**config.mk**
```make
export PLATFORM = sky130hd
export DESIGN_NAME = nco_phase_front
export DESIGN_NICKNAME = d
export VERILOG_FILES = /design/src/rtl/nco_pkg.sv /design/src/rtl/nco_phase_acc.sv /design/src/rtl/nco_dither_src.sv /design/src/rtl/nco_phase_quant.sv /design/src/rtl/nco_valid_delay.sv /design/src/rtl/nco_phase_front.sv
export SDC_FILE = /design/constraint.sdc
export NUM_CORES = 1
export LEC_CHECK = 0
export ABC_CLOCK_PERIOD_IN_PS = 6900
export BUFFER_PORTS_ARGS = -buffer_cell sky130_fd_sc_hd__buf_2
export CAP_MARGIN = 30
export CORE_ASPECT_RATIO = 1.1
export CORE_MARGIN = 2
export CORE_UTILIZATION = 45
export CTS_BUF_LIST = sky130_fd_sc_hd__clkbuf_2 sky130_fd_sc_hd__clkbuf_4 sky130_fd_sc_hd__clkbuf_8
export DETAILED_ROUTE_END_ITERATION = 16
export PLACE_DENSITY = 0.65
export SLEW_MARGIN = 20
export SYNTH_ARGS = -nofsm -noshare
export SYNTH_HDL_FRONTEND = slang
export SYNTH_HIERARCHICAL = 1
export SYNTH_SLANG_ARGS = --single-unit
```
**constraint.sdc**
```tcl
create_clock -name clk -period 6.9 [get_ports clk]
set_clock_uncertainty 0.15 [all_clocks]
set_input_delay 1.38 -clock clk [delete_from_list [all_inputs] [get_ports clk]]
set_output_delay 1.38 -clock clk [all_outputs]
set_load 0.1 [all_outputs]
```
**src/rtl/nco_pkg.sv**
```systemverilog
package nco_pkg;
  typedef enum logic [1:0] {
    DITH_NONE = 2'd0,
    DITH_LFSR = 2'd1,
    DITH_PORT = 2'd2
  } dith_mode_e;

  localparam int LFSR_W = 16;
  localparam logic [LFSR_W-1:0] LFSR_SEED = 16'hACE1;
endpackage

```
**src/rtl/nco_phase_acc.sv**
```systemverilog
module nco_phase_acc #(
  parameter int ACC_W = 16
) (
  input  logic             clk,
  input  logic             rst,
  input  logic             adv,
  input  logic [ACC_W-1:0] inc,
  output logic [ACC_W-1:0] acc
);
  logic [ACC_W-1:0] acc_r;

  // wraps modulo 2^ACC_W; no saturation
  always_ff @(posedge clk) begin
    if (rst)      acc_r <= '0;
    else if (adv) acc_r <= acc_r + inc;
  end

  assign acc = acc_r;
endmodule

```
**src/rtl/nco_dither_src.sv**
```systemverilog
module nco_dither_src #(
  parameter int                 DITH_W    = 4,
  parameter nco_pkg::dith_mode_e DITH_MODE = nco_pkg::DITH_LFSR
) (
  input  logic              clk,
  input  logic              rst,
  input  logic [DITH_W-1:0] dither_in,
  output logic [DITH_W-1:0] dith
);
  localparam int LW = nco_pkg::LFSR_W;

  generate
    if (DITH_MODE == nco_pkg::DITH_PORT) begin : g_port
      assign dith = dither_in;
    end else if (DITH_MODE == nco_pkg::DITH_LFSR) begin : g_lfsr
      logic [LW-1:0] lfsr;
      logic          fb;
      wire           unused_dither_in = ^dither_in;
      assign fb = lfsr[15] ^ lfsr[13] ^ lfsr[12] ^ lfsr[10];
      always_ff @(posedge clk) begin
        if (rst) lfsr <= nco_pkg::LFSR_SEED;
        else     lfsr <= {lfsr[LW-2:0], fb};
      end
      assign dith = lfsr[DITH_W-1:0];
    end else begin : g_none
      wire unused_dither_in = ^dither_in;
      wire unused_clk_rst   = clk ^ rst;
      assign dith = '0;
    end
  endgenerate
endmodule

```
**src/rtl/nco_phase_quant.sv**
```systemverilog
module nco_phase_quant #(
  parameter int ACC_W  = 16,
  parameter int Q_W    = 12,
  parameter int DITH_W = 4
) (
  input  logic              clk,
  input  logic              rst,
  input  logic [ACC_W-1:0]  acc,
  input  logic [ACC_W-1:0]  ofs,
  input  logic [DITH_W-1:0] dith,
  output logic [Q_W-1:0]    phase_q
);
  localparam int SHIFT = ACC_W - Q_W;

  logic [ACC_W-1:0] dith_ext;
  logic [ACC_W-1:0] sum_c;
  logic [ACC_W-1:0] sum_r;
  logic [Q_W-1:0]   q_r;

  assign dith_ext = {{(ACC_W-DITH_W){1'b0}}, dith};
  assign sum_c    = acc + ofs + dith_ext;

  always_ff @(posedge clk) begin
    if (rst) begin
      sum_r <= '0;
      q_r   <= '0;
    end else begin
      sum_r <= sum_c;
      q_r   <= sum_r[ACC_W-1:SHIFT];  // floor: drop LSBs
    end
  end

  wire unused_lsb = ^sum_r[SHIFT-1:0];
  assign phase_q = q_r;
endmodule

```
**src/rtl/nco_valid_delay.sv**
```systemverilog
module nco_valid_delay #(
  parameter int DEPTH = 6,
  parameter int TAP   = 3
) (
  input  logic clk,
  input  logic rst,
  input  logic din,
  output logic tap_out,
  output logic last_out
);
  logic [DEPTH-1:0] sr;

  generate
    for (genvar i = 0; i < DEPTH; i++) begin : g_stage
      logic d;
      if (i == 0) begin : g_first
        assign d = din;
      end else begin : g_next
        assign d = sr[i-1];
      end
      always_ff @(posedge clk) begin
        if (rst) sr[i] <= 1'b0;
        else     sr[i] <= d;
      end
    end
  endgenerate

  assign tap_out  = sr[TAP-1];
  assign last_out = sr[DEPTH-1];
endmodule

```
**src/rtl/nco_phase_front.sv**
```systemverilog
module nco_phase_front #(
  parameter int                  ACC_W     = 16,
  parameter int                  Q_W       = 12,
  parameter int                  DITH_W    = 4,
  parameter nco_pkg::dith_mode_e DITH_MODE = nco_pkg::DITH_LFSR
) (
  input  logic              clk,
  input  logic              rst,
  input  logic              valid_in,
  input  logic [ACC_W-1:0]  phase_inc,
  input  logic [ACC_W-1:0]  phase_ofs,
  input  logic [DITH_W-1:0] dither_in,
  output logic [Q_W-1:0]    phase_q,
  output logic              phase_vld,
  output logic              valid_out
);
  localparam int PH_LAT  = 3;
  localparam int OUT_LAT = 6;

  logic [ACC_W-1:0]  acc_w;
  logic [DITH_W-1:0] dith_w;

  nco_phase_acc #(.ACC_W(ACC_W)) u_acc (
    .clk(clk), .rst(rst), .adv(valid_in), .inc(phase_inc), .acc(acc_w)
  );

  nco_dither_src #(.DITH_W(DITH_W), .DITH_MODE(DITH_MODE)) u_dith (
    .clk(clk), .rst(rst), .dither_in(dither_in), .dith(dith_w)
  );

  nco_phase_quant #(.ACC_W(ACC_W), .Q_W(Q_W), .DITH_W(DITH_W)) u_quant (
    .clk(clk), .rst(rst), .acc(acc_w), .ofs(phase_ofs), .dith(dith_w),
    .phase_q(phase_q)
  );

  nco_valid_delay #(.DEPTH(OUT_LAT), .TAP(PH_LAT)) u_vdly (
    .clk(clk), .rst(rst), .din(valid_in), .tap_out(phase_vld),
    .last_out(valid_out)
  );
endmodule

```
---- Word-level counts from Yosys, hierarchy flattened ----
Cells that the tools add are included.
storage, ports and cells
  flip-flop bits (word level) ............. 66
  bits of input ports ..................... 39
operators by class
  add/sub/neg operators ................... 3
  bitwise operators ....................... 3
operators by type and width
  cell                    number
  adder 16 bit            2
  adder 16 x 4 -> 16 bit  1
  XOR 1 bit               3

---- Depth between registers and ports, before layout ----
  depth in word-level cells ............... 3
  depth in mapped cells ................... 10
  mapped depth without buffers ............ 9

---- Cells and area by module ----
Netlist, hierarchy kept.
by module, submodules not included
  module           cells an instance  seq. area each (sq um)  instances  area each (sq um)
  nco_phase_quant  177                480.5                   1          1,610.3
  nco_phase_acc    151                320.3                   1          1,330.0
  nco_dither_src   40                 320.3                   1          484.2
  nco_valid_delay  12                 120.1                   1          157.7

---- Worst setup path before layout ----
Ideal clock, no wire load.
  kind .................................... input to register
  start ................................... input phase_ofs[3]
  end ..................................... register u_quant.sum_r[8]
  stages on the path ...................... 9
  data arrival time ....................... 3.286 ns
  setup time .............................. 0.121 ns
  path slack .............................. 3.343 ns
  path buffers ............................ 0
  path through ............................ inv_1 > fa_1 > inv_1 > ha_1 > a21oi_1 > o21ai_0 > a31o_2 > a31oi_1 > mux2_2
on the way
  cells in the longest elaborated chain, start to end .. 2
ends and longest elaborated chain
  what                    line                   text
  from (decl)             nco_phase_front.sv:11  input logic [ACC_W-1:0] phase_ofs,
  adder 16 bit            nco_phase_quant.sv:21  assign sum_c = acc + ofs + dith_ext;
  adder 16 x 4 -> 16 bit  nco_phase_quant.sv:21
  to (signal assigned)    nco_phase_quant.sv:28  sum_r <= sum_c;
  to (decl)               nco_phase_quant.sv:17  logic [ACC_W-1:0] sum_r;
Every way passes these cells.
A chain may end at the register's enable or synchronous reset.

---- Worst setup path after layout ----
  start ................................... input phase_inc[0]
  end ..................................... register u_acc.acc_r[12] (netlist: u_acc/acc[12])
on the way
  cells in the longest elaborated chain, start to end .. 1
ends and longest elaborated chain
  what                  line                   text
  from (decl)           nco_phase_front.sv:10  input logic [ACC_W-1:0] phase_inc,
  adder 16 bit          nco_phase_acc.sv:15    else if (adv) acc_r <= acc_r + inc;
  to (signal assigned)  nco_phase_acc.sv:15
  to (decl)             nco_phase_acc.sv:10    logic [ACC_W-1:0] acc_r;
Every way passes these cells.

==> run_results.csv <==
group,metric,value,unit
power,power_density,293,nW/µm²
floorplanning,chipWidth,89.1,µm
cts,cts-hold-fix-buffers,0,
yosys,net_count_after_synthesis,463,
global_routing,grt_antenna_before_repair,0,
power,power.clock.fraction,25.9,%
yosys,synth_mux_area_share,3.53,%
status,status,"finished clean",
cts,cts-resized-gates,0,
yosys,postSynthRegisterBits,62,
timing,rsz0062_at_grt,"no",
yosys,count_leader_synth,"sky130_fd_sc_hd__dfxtp_1",
power,switchingPower,0.000445,W
final_layout,num_antenna_cells,0,
cts,clock_tree.htree_level_count,3,
floorplanning,dieArea,8690,µm²
yosys,synth-async-reset-ratio,0,%
placement,dp.final_hpwl,5020,µm
routing,drt.antenna.violating_nets,0,
flow_run,maxCapViolCount,0,
yosys,synthDominantCellAreaShare,34.6,%
global_routing,grt_pass1_vias,2618,
routing,routed-via-count,2756,
routing,post-route-drc-count,0,
routing,vias_per_cell,5.13,
cts,clk_transition_reported_paths,0.07,ns
final_layout,finish.net_count,507,
final_layout,layoutNonFillerInstCount,537,
placement,routabilityCongestion,0.839,
yosys,synth_enable_flop_cells,0,
power,vdd_drop_max,110,µV
floorplanning,initial_core_util,45.8,%
timing,timing.setup.tns,0,ns
cts,cts.sinks,62,
yosys,syn_inst_count,380,
power,cell_leakage_power,1.87,nW
critical_path,crit_required,6.95,ns
yosys,synthFlopType,"sky130_fd_sc_hd__dfxtp_1",
routing,wl_per_cell,12.2,µm
power,netSwitchingFraction,37.3,%
timing,worst_pin_slew,0.742,ns
global_routing,wire_length_of_the_first_global_routing_pass,11500,µm
timing,final.period_utilization,49.9,%
timing,fmax,290,MHz
yosys,synth_common_cells,"sky130_fd_sc_hd__dfxtp_1, sky130_fd_sc_hd__ha_1, sky130_fd_sc_hd__nor2b_1, sky130_fd_sc_hd__nor2_1",
yosys,synthDistinctLibCells,62,
yosys,synth_area_leader_cell,"sky130_fd_sc_hd__dfxtp_1",
placement,number_of_buffers_inserted_by_port_buffering,48,
floorplanning,io_pins,53,
yosys,synth-xor-area-share,4.40,%
min_path,holdCritPathClass,"register to register",
critical_path,timing_worst_setup_path_type,"input pin to register",
power,power.combinational.fraction,37.7,%
final_layout,fillerInstances,776,
placement,dp_cell_count,521,
floorplanning,floorplan.rows,34,
final_layout,signed_area_change_from_the_synthesized_netlist_to_the_final_layout,13.8,%
yosys,synthTopCellsByArea,"sky130_fd_sc_hd__dfxtp_1, sky130_fd_sc_hd__ha_1, sky130_fd_sc_hd__nor2b_1, sky130_fd_sc_hd__xnor2_1, sky130_fd_sc_hd__nor2_1",
global_routing,global_route.overflow_total,0,
yosys,synth_area,3580,µm²
timing,final_hold_violation_count,0,
yosys,syn_area_per_cell,9.43,µm²
routing,firstDrtPassIters,4,
yosys,yosysWarningCount,6,
timing,finalMaxSlewViolations,0,
cts,cts_post_setup_buffers_inserted,0,
yosys,synth_compound_gate_area_share,18.0,%
power,intPower,0.000749,W
critical_path,worstSetupEndpointType,"register",
routing,drt-total-wl,6530,µm
floorplanning,die_height,97.6,µm
cts,cts_buffer_depth,2,
floorplanning,core-area,7830,µm²
cts,cts_buffers,9,
timing,slew_headroom,50.5,%
yosys,post_synthesis_share_of_cell_area_spent_on_and_or_nand_and_nor_gates,19.4,%
global_routing,grt.total_usage,16.6,%
timing,post-route-min-period,3.44,ns
cts,tritoncts,"built",
global_routing,grt_max_degree,46,
yosys,synth_fa_ha_area_share,16.2,%
final_layout,drive_gt1_share,19.6,%
power,pwr-share-seq,36.4,%
critical_path,worstSetupStartpointType,"input pin",
yosys,yosysSeqAreaShare,34.6,%
cts,worst_skew_pair.late_latency,0.34,ns
cts,cts_root_buffer,"sky130_fd_sc_hd__clkbuf_8",
yosys,synth_top_family_by_area,"simple AND/OR/NAND/NOR gates",
critical_path,cp_data_arrival_time,3.49,ns
routing,initialDrtViolationCount,138,
timing,report.final.setup_viol,0,
critical_path,timing.critical_path.fanout_max,3,
-- cells in the final DEF, fill, tap and decap left out, types with 3 or more instances in the layout --
master                     instances
sky130_fd_sc_hd__nor3_1            8
sky130_fd_sc_hd__mux2i_1           7
sky130_fd_sc_hd__or2_1             7
sky130_fd_sc_hd__a31o_2            3
sky130_fd_sc_hd__o21a_1            5
sky130_fd_sc_hd__a21oi_1          19
sky130_fd_sc_hd__nor2_1           26
sky130_fd_sc_hd__fa_1              4
sky130_fd_sc_hd__nand2b_1          7
sky130_fd_sc_hd__inv_1            14
sky130_fd_sc_hd__ha_1             40
sky130_fd_sc_hd__dfxtp_1          62
sky130_fd_sc_hd__mux2_2            3
sky130_fd_sc_hd__buf_2            48
sky130_fd_sc_hd__nand3_1           5
sky130_fd_sc_hd__nand4_1           4
sky130_fd_sc_hd__xnor2_1          12
sky130_fd_sc_hd__nand2_1          19
sky130_fd_sc_hd__o21ai_0          15
sky130_fd_sc_hd__a21o_1            6
sky130_fd_sc_hd__a21oi_2           3
sky130_fd_sc_hd__nor3b_1           5
sky130_fd_sc_hd__a211oi_1          4
sky130_fd_sc_hd__clkbuf_8          9
sky130_fd_sc_hd__nor2b_1          33
sky130_fd_sc_hd__xor2_1            6
-- worst max-delay path, cell delays in order --
cell and delay, ns:
sky130_fd_sc_hd__buf_2 0.10, sky130_fd_sc_hd__ha_1 0.22, sky130_fd_sc_hd__fa_1 0.40, sky130_fd_sc_hd__a21o_1 0.23, sky130_fd_sc_hd__a311o_1 0.39, sky130_fd_sc_hd__a21bo_1 0.22, sky130_fd_sc_hd__a221oi_2 0.32, sky130_fd_sc_hd__or4b_1 0.16
sky130_fd_sc_hd__o311ai_1 0.09
-- power by group through the flow --
stage	registers (W)	logic, W	clock network, W
6_report	0.000435	0.000450	0.000309
5_1_grt	0.000442	0.000501	0.000338
4_1_cts	0.000435	0.000450	0.000320
3_5_place_dp	0.000443	0.000447	0
2_1_floorplan	0.000518	0.000294	0
3_3_place_gp	0.000442	0.000441	0
-- cell families (layout without fill, tap and decap cells) --
kind of cell / Yosys count / after routing
buffers and inverters: 30 / 79
and+or+nand+nor: 128 / 128
muxes: 12 / 12
AOI/OAI and AO/OA: 86 / 86
xor gates and xnor gates: 18 / 18
DFF: 62 / 62
adders and majority gates: 44 / 44
-- worst paths after layout --
check | endpoint | slack (ns) | cells past startpoint | startpoint
max | u_acc/acc[12] | 3.46 | 9 | phase_inc[0]
min | u_dith/g_lfsr.lfsr[6] | 0.26 | 1 | u_dith/g_lfsr.lfsr[5]
max reg2reg | u_quant/sum_r[8] | 4.14 | 9 | u_acc/acc[3]
min reg2reg | u_dith/g_lfsr.lfsr[6] | 0.26 | 1 | u_dith/g_lfsr.lfsr[5]
-- registers in the layout (all words and copies together), names as in the netlist --
register	cells
u_vdly/last_out	1
u_quant/phase_q	12
u_vdly/g_stage.d	4
u_acc/acc	16
u_quant/sum_r	12
u_vdly/tap_out	1
u_dith/g_lfsr.lfsr	16
-- layer usage --
layer | wire length [µm] | track usage [%] | up-vias
met5 | 0 | 0 | -
li1 | - | - | 1451
met2 | 3030 | 26.1 | 51
met3 | 306 | 4.84 | 8
met1 | 3110 | 22.1 | 1246
met4 | 88 | 4.48 | 0
-- cell type report --
cell class              instances  area, µm²  share of cell area, %
flip-flops and latches         62       1240                   30.4
multi-input cells             288       2200                   54.1
repair buffers                 49        248                   6.08
well taps                     108        135                   3.31
clock inverters                 7       72.6                   1.78
clock buffers                   9        124                   3.04
inverters                      14       52.6                   1.29
-- through the flow --
stage | setup slack [ns] | utilization, % | hold slack (ns) | cell area (µm²) | total power [W]
floorplan | 3.34 | - | 0.233 | 3580 | 0.000811
global placement | 3.14 | 49.6 | 0.235 | 3880 | 0.000883
detailed placement | 3.12 | 49.6 | 0.243 | 3880 | 0.000889
CTS | 3.48 | 52.1 | 0.260 | 4080 | 0.00120
global route | 3.37 | 52.1 | 0.275 | 4080 | 0.00128
finish | 3.46 | 52.1 | 0.257 | 4080 | 0.00119
(Power assumes the default switching activity.)
